`config.mk`:
```
export PLATFORM = sky130hd
export DESIGN_NAME = stair9_gate_gen
export DESIGN_NICKNAME = d
export VERILOG_FILES = /design/src/rtl/stair9_gate_gen.sv
export SDC_FILE = /design/constraint.sdc
export NUM_CORES = 1
export LEC_CHECK = 0
export ABC_AREA = 1
export BUFFER_PORTS_ARGS = -buffer_cell sky130_fd_sc_hd__buf_2
export CORE_MARGIN = 1.5
export CORE_UTILIZATION = 50
export CTS_CLUSTER_DIAMETER = 150
export DETAILED_ROUTE_END_ITERATION = 8
export GPL_ROUTABILITY_DRIVEN = 0
export GPL_TIMING_DRIVEN = 1
export PLACE_DENSITY = 0.75
export RECOVER_POWER = 100
export SLEW_MARGIN = 20
export SYNTH_ARGS = -nofsm -noshare
export SYNTH_HDL_FRONTEND = slang
export SYNTH_SLANG_ARGS = --single-unit
export TNS_END_PERCENT = 100
```
`constraint.sdc`:
```
create_clock -name clk -period 10.1 [get_ports clk]
set_input_delay 1.01 -clock clk [delete_from_list [all_inputs] [get_ports clk]]
set_output_delay 1.01 -clock clk [all_outputs]
set_load 0.01 [all_outputs]
```
`src/rtl/stair9_gate_gen.sv`:
```
`timescale 1ns/1ps
module stair9_gate_gen #(
  parameter int PW = 16
) (
  input  logic          clk,
  input  logic          rst,
  input  logic          en,
  input  logic          tick,
  input  logic          wr,
  input  logic [2:0]    wr_sel,
  input  logic [PW-1:0] wr_data,
  output logic [3:0]    lvl_a,
  output logic [3:0]    lvl_b,
  output logic [3:0]    lvl_c,
  output logic [9:0]    gate_a,
  output logic [9:0]    gate_b,
  output logic [9:0]    gate_c
);
  localparam int AW = PW - 2;
  localparam int THIRD_I = (2**PW + 1) / 3;
  localparam logic [PW-1:0] OFS_B = PW'(THIRD_I);
  localparam logic [PW-1:0] OFS_C = PW'(2 * THIRD_I);

  logic [PW-1:0]   acc, inc_sh, inc_act;
  logic [4*AW-1:0] ang_sh, ang_act;
  logic [PW:0]     sum;
  logic            acc_zero, load;

  assign sum      = {1'b0, acc} + {1'b0, inc_act};
  assign acc_zero = (acc == '0);
  assign load     = tick && (acc_zero || sum[PW]);

  always_ff @(posedge clk) begin
    if (rst) begin
      acc     <= '0;
      inc_sh  <= '0;
      inc_act <= '0;
      ang_sh  <= '0;
      ang_act <= '0;
    end else begin
      if (load) begin
        inc_act <= inc_sh;
        ang_act <= ang_sh;
      end
      if (tick)
        acc <= acc_zero ? inc_sh : sum[PW-1:0];
      if (wr) begin
        if (wr_sel == 3'd4)
          inc_sh <= wr_data;
        else if (wr_sel < 3'd4)
          ang_sh[wr_sel[1:0]*AW +: AW] <= wr_data[AW-1:0];
      end
    end
  end

  function automatic logic [3:0] level_of(input logic [PW-1:0] p, input logic [4*AW-1:0] av);
    logic [AW-1:0] m;
    logic [2:0]    n;
    m = p[PW-2] ? ~p[AW-1:0] : p[AW-1:0];
    n = '0;
    for (int k = 0; k < 4; k++)
      if (av[k*AW +: AW] <= m) n = n + 3'd1;
    return p[PW-1] ? (4'd0 - {1'b0, n}) : {1'b0, n};
  endfunction

  function automatic logic [9:0] gates_of(input logic [3:0] l);
    logic [9:0] g;
    logic [3:0] mag;
    g   = '0;
    mag = l[3] ? (4'd0 - l) : l;
    if (l != 4'd0) begin
      if (l[3]) g[8] = 1'b1;
      else      g[9] = 1'b1;
      for (int i = 0; i < 4; i++)
        if (4'(i) < mag) g[l[3] ? 4 + i : i] = 1'b1;
    end
    return g;
  endfunction

  logic [3:0] la, lb, lc;
  assign la = level_of(acc, ang_act);
  assign lb = level_of(acc - OFS_B, ang_act);
  assign lc = level_of(acc - OFS_C, ang_act);

  assign lvl_a  = en ? la : 4'd0;
  assign lvl_b  = en ? lb : 4'd0;
  assign lvl_c  = en ? lc : 4'd0;
  assign gate_a = gates_of(lvl_a);
  assign gate_b = gates_of(lvl_b);
  assign gate_c = gates_of(lvl_c);

  assert_reset_clears_R1: assert property (@(posedge clk) rst |=> (acc == '0 && inc_act == '0));
  assert_acc_hold_R2: assert property (@(posedge clk) disable iff (rst) !tick |=> $stable(acc));
  assert_cfg_hold_R9: assert property (@(posedge clk) disable iff (rst)
    !load |=> ($stable(inc_act) && $stable(ang_act)));
  assert_rail_excl_R6: assert property (@(posedge clk) disable iff (rst)
    $onehot0({gate_a[9], gate_a[8]}) && !((|gate_a[3:0]) && (|gate_a[7:4])));
  assert_zero_level_off_R7: assert property (@(posedge clk) disable iff (rst)
    (lvl_b == 4'd0) |-> (gate_b == 10'd0));
  assert_disabled_off_R10: assert property (@(posedge clk) disable iff (rst)
    !en |-> (gate_a == '0 && gate_b == '0 && gate_c == '0));
endmodule

```
==> run metrics, run 1 <==
status complete, but fails checks; failing checks capacitance limit, slew limit; final antenna-violating net count 0; total die area about 29000 um2; Hold EP ang_sh[20]$_SDFFE_PP0P_; Critical Path Fanout Max 6; clock skew just under 9 ps; RSZ-0062 raised after global routing false; Required @ worst endpoint about 9100 ps; CTS H-tree lvls 4; dpl cells 2438; Startpoint Class flop; non-filler cells, final roughly 2500; Crit-path slowest cell dfxtp_1; Initial DRC Count between 1000 and 1500; nets@finish between 2000 and 2500; CTS clk-pin slew, worst paths about 70 ps; Max Cap Viol 2; number of synthesized flops with an enable pin 0; leak pwr 6.87 nW; initial antenna violation count 0; share of layout cells above drive strength 1 under 10%; CP top delay family simple AND/OR/NAND/NOR gates; post-synthesis sequential area ratio ~23%; count of input and output buffers between 60 and 70; FF-to-FF setup slack between 5000 and 6000 ps; HPWL after detailed placement 33900 um; Finished Core Util a little over half; Period minus WS final between 7000 and 8000 ps; Core ar. 27200 um2; CP max stage delay around 460 ps; asr flop ratio synth 0%; ys flop type dfxtp_1; DRC Markers 0; Pwr Total between 5 and 6 mW; # fillers 2709; Synth Register Bits 160; Synth area leader dfxtp_1; Die H around 170 um; CTS tree yes; post-route clock period utilization slightly below 80%; crit-path most repeated cell nand2_1; Distinct cells, synth approximately 70; Slew @ Worst Pin 3260 ps; Setup Crit Path Kind reg -> out; Fmax 129 MHz; final worst slack around 2300 ps; vias between 10000 and 15000; CP Capture Type output pin; VDD IR max ~0.26 mV; count of warnings emitted by yosys 0; Antenna Cells 0; routed vias/inst 5.76; Hold Path Cell Cnt 2; number of global-route vias before repair ~13000; worst hold path type reg -> reg; Syn Area/Cell roughly 6.7 um2; largest net degree at the start of global routing 94; wire per inst 17.6 um; Final Hold Viols 0; Synth Instances between 2000 and 2500; final setup fails 0; max-slew violation count roughly 160; final wirelength approximately 43000 um; initial core utilization approximately half; Setup TNS 0 ps; Site Rows 60; commonest cells in the netlist nand2_1 (428), inv_1 (206), a21oi_1 (202), nor2_1 (200), ha_1 (171); io pins 66; most common cell in the netlist nand2_1; first-pass GRT wire length around 67000 um; root buffer selected by CTS clkbuf_16; pre-CTS worst setup slack 3030 ps; die width about 170 um; Post-Syn Area ~14000 um2; worst path arrival time slightly below 7000 ps; Hold-fix buffers, CTS 0; Mapped Nets ~2300; total track usage around 30%; Area Growth Syn to Fin 6.96%; TritonCTS Sinks 160; CTS resizes 0; RR Endpoint ang_act[43]$_SDFFE_PP0P_; Inserted Clock Buffers 17; Post-CTS Setup Inserts 0; R2R cell count 21; CTS Buffer Depth 2; CP Buf/Inv Count 5; Clock Latency Late Sink roughly 440 ps; Worst slew margin -117%; P per Cell Area between 300 and 400 nW/um2; hold path start ang_sh[20]$_SDFFE_PP0P_; R2R Path Start acc[5]$_SDFFE_PP0P_; drt first pass iters 6; top cells by area, synth dfxtp_1 (23%), ha_1 (15%), nand2_1 (12%); post-synth top area share a little under a quarter; remaining global-route overflow 0
## state kept, by name (all words and copies together) (netlist names)
register	flops
inc_sh	16
ang_sh	56
inc_act	16
acc	16
ang_act	56
## cells by family after synthesis
kind of cell	synth area share, %
and+or+nand+nor	30.4
AOI/OAI and AO/OA	18.4
buffers and inverters	9.06
adders and majority gates	15.5
DFF	23.0
xor gates and xnor gates	3.63
## routing by layer
metal	vias up	share of wire, %	GRT usage [%]	routed length, um
met5	-	0	0	0
met1	6438	42	38.6	18300
li1	6944	-	-	-
met3	145	9.2	4.49	3980
met4	0	5.9	18.5	2540
met2	701	43	47.0	18600
## layout make-up
type,instances,area [um2],area share (%)
clock inverters,15,165,1.11
clock buffers,17,425,2.86
repair buffers,74,343,2.30
flip-flops and latches,160,3200,21.5
inverters,229,871,5.85
well taps,372,465,3.12
multi-input cells,1603,9430,63.3
## tightest hold or removal path, stage by stage (launching register included)
cell and delay [ps]:
dfxtp_1 310, nand2_1 60, a21oi_1 50
## cells in the final DEF, fill, tap and decap left out, drive strengths merged, types with 2 or more instances in the layout
cell type,instances
a211oi,7
a21boi,4
a21o,4
a21oi,206
a221oi,2
a22oi,4
a31oi,18
a32oi,2
buf,40
clkbuf,51
clkinv,8
clkinvlp,2
dfxtp,160
ha,171
inv,233
nand2,487
nand3,140
nand3b,5
nand4,21
nor2,221
nor3,17
nor3b,3
nor4,9
o211a,2
o211ai,16
o21a,3
o21ai,166
o21bai,14
o221ai,3
o22ai,3
o31ai,4
or2,7
xnor2,25
xor2,31
## per-stage QoR
| step | area (um2) | hold slack [ps] |
|---|---|---|
| finish | 14900 | 463 |
| global route | 14900 | 483 |
| CTS | 15000 | 463 |
| detailed placement | 14400 | 452 |
| global placement | 14400 | 450 |
| floorplan | 13900 | 424 |
## worst max path at each step
stage | start | endpoint | slack (ps) | cells after the start
global placement | acc[1]$_SDFFE_PP0P_ | gate_b[9] | 3160 | 32
CTS | acc[1]$_SDFFE_PP0P_ | gate_b[9] | 2540 | 33
finish | acc[1]$_SDFFE_PP0P_ | gate_b[9] | 2330 | 31
global route | acc[1]$_SDFFE_PP0P_ | gate_b[9] | 1940 | 33
floorplan | acc[14]$_SDFFE_PP0P_ | gate_a[2] | 3770 | 29
detailed placement | acc[1]$_SDFFE_PP0P_ | gate_b[9] | 3030 | 32
## report_power, final
group	switching (mW)	internal, mW
sequential	0.273	0.782
clock	0.298	0.353
combinational	2.50	1.37
Power figures use the tool's default switching activity.
==> inputs of run 2 (changes only) <==
==> constraint.sdc (replaced) <==
create_clock -name clk -period 7.8 [get_ports clk]
set_input_delay 0.78 -clock clk [delete_from_list [all_inputs] [get_ports clk]]
set_output_delay 0.78 -clock clk [all_outputs]
set_load 0.01 [all_outputs]
==> run 2 against run 1 <==
  * The run still ends with capacitance limit, slew limit left
  * Combinational power up 29%
  * Cell count up 0.12%
  * Hold slack got worse by 1.3 ps
  * Final area is 0.16% higher
  * Count of clock-buffer cells in the layout up 1
  * Critical path type unchanged
  * Largest cell class unchanged
  * Largest power group unchanged
  * Highest routed layer unchanged
==> run metrics, run 2 (synthesis gave the netlist of run 1 again) <==
Top Metal Used met4; Clock Latency Late Sink between 400 and 500 ps; worst path arrival time 6380 ps; CTS H-tree lvls 4; CTS clk-pin slew, worst paths ~70 ps; routed vias/inst a little under 6; dpl cells roughly 2400; Non-Filler Cell Area, Final approximately 15000 um2; CTS resizes 0; Worst slew margin -21.1%; CTS tree yes; nets@finish ~2300; Setup TNS 0 ps; Setup Crit Path Kind reg -> out; Critical Path Fanout Max 6; CP max stage delay 460 ps; total track usage between 20% and 30%; Max Cap Viol 1; Site Rows 60; CTS Buffer Depth 2; largest net degree at the start of global routing 94; Crit-path slowest cell dfxtp_1; final antenna-violating net count 0; most common cell after layout, fill and taps aside nand2_1; P per Cell Area 482 nW/um2; drt first pass iters 7; RSZ-0062 raised after global routing false; largest registers ang_act (56), ang_sh (56); Inserted Clock Buffers 17; root buffer selected by CTS clkbuf_16; first-pass GRT wire length about 68000 um; Cell Area, Placed 14400 um2; multi-input logic area roughly 9400 um2; total die area 28900 um2; share of layout cells above drive strength 1 around 10%; final setup fails 0; Fmax about 140 MHz; leak pwr about 6.9 nW; count of input and output buffers 65; die width between 150 and 200 um; final wirelength 43200 um; clock skew about 11 ps; Final Hold Viols 0; vias approximately 14000; number of global-route vias before repair between 10000 and 15000; Seq. cell area ~3200 um2; Antenna Cells 0; worst hold path type reg -> reg; Startpoint Class flop; most frequent cells in the layout nand2_1 (432), inv_1 (205), a21oi_1 (202), nor2_1 (200), ha_1 (171); Core ar. roughly 27000 um2; CP Capture Type output pin; final worst slack 635 ps; Period minus WS final a little over 7000 ps; routed length on met2 18800 um; initial antenna violation count 0; DRC Markers 0; Required @ worst endpoint between 7000 and 8000 ps; Pwr Total roughly 7 mW; # fillers around 2700; post-route met1 wirelength 18000 um; TritonCTS Sinks 160; initial core utilization around half; io pins 66; Initial DRC Count 1339; Die H about 170 um; wire per inst approximately 17 um; routed length on met3 approximately 4200 um; Area Growth Syn to Fin 7.13%; Slew @ Worst Pin between 1500 and 2000 ps; remaining global-route overflow 0; Post-CTS Setup Inserts 0; pre-CTS worst setup slack 1100 ps; VDD IR max approximately 0.34 mV; Hold-fix buffers, CTS 0; failing checks capacitance limit, slew limit; max-slew violation count 42; HPWL after detailed placement approximately 34000 um; non-filler cells, final about 2500; status complete, but fails checks; post-route clock period utilization 91.9%
## run 2: power by group
part           leakage [nW]  internal (mW)  switching [mW]
Combinational          5.32           1.79            3.20
Clock                 0.277          0.451           0.367
Sequential             1.30           1.01           0.367
## run 2: metal layers
| metal | GRT usage, % | up-vias |
|---|---|---|
| met5 | 0 | - |
| met4 | 15.4 | 0 |
| met3 | 5.58 | 128 |
| met2 | 47.6 | 722 |
| met1 | 38.7 | 6472 |
| li1 | - | 6955 |
## run 2: final timing paths
check | start | end | slack, ps | depth (start not counted)
hold reg to reg | ang_sh[19]$_SDFFE_PP0P_ | ang_sh[19]$_SDFFE_PP0P_ | 460 | 2
setup / recovery | acc[1]$_SDFFE_PP0P_ | gate_b[9] | 640 | 33
setup reg to reg | acc[1]$_SDFFE_PP0P_ | ang_act[43]$_SDFFE_PP0P_ | 2370 | 21
hold / removal | ang_sh[19]$_SDFFE_PP0P_ | ang_sh[19]$_SDFFE_PP0P_ | 460 | 2
## run 2: critical path: cells and delay by family (launching register included)
kind / cells / cell delay [ps]
flip-flops: 1 / 460
adder cells (fa/ha/maj): 5 / 1330
AO/OA/AOI/OAI: 8 / 1410
AND/OR/NAND/NOR: 12 / 1700
buffers and inverters: 7 / 640
XOR/XNOR: 1 / 400
## run 2: cell type report
type	instances	share of cell area (%)
Inverter	229	5.84
Tap cell	372	3.12
Timing Repair Buffer	77	2.48
Multi-Input combinational cell	1603	63.3
Sequential cell	160	21.5
Clock inverter	14	0.956
Clock buffer	18	2.88
## run 2: per-stage QoR
step	hold WS, ps	utilization, %
finish	461	54.9
global route	483	54.9
CTS	464	55.2
detailed placement	454	53.1
global placement	450	53.1
floorplan	424	-
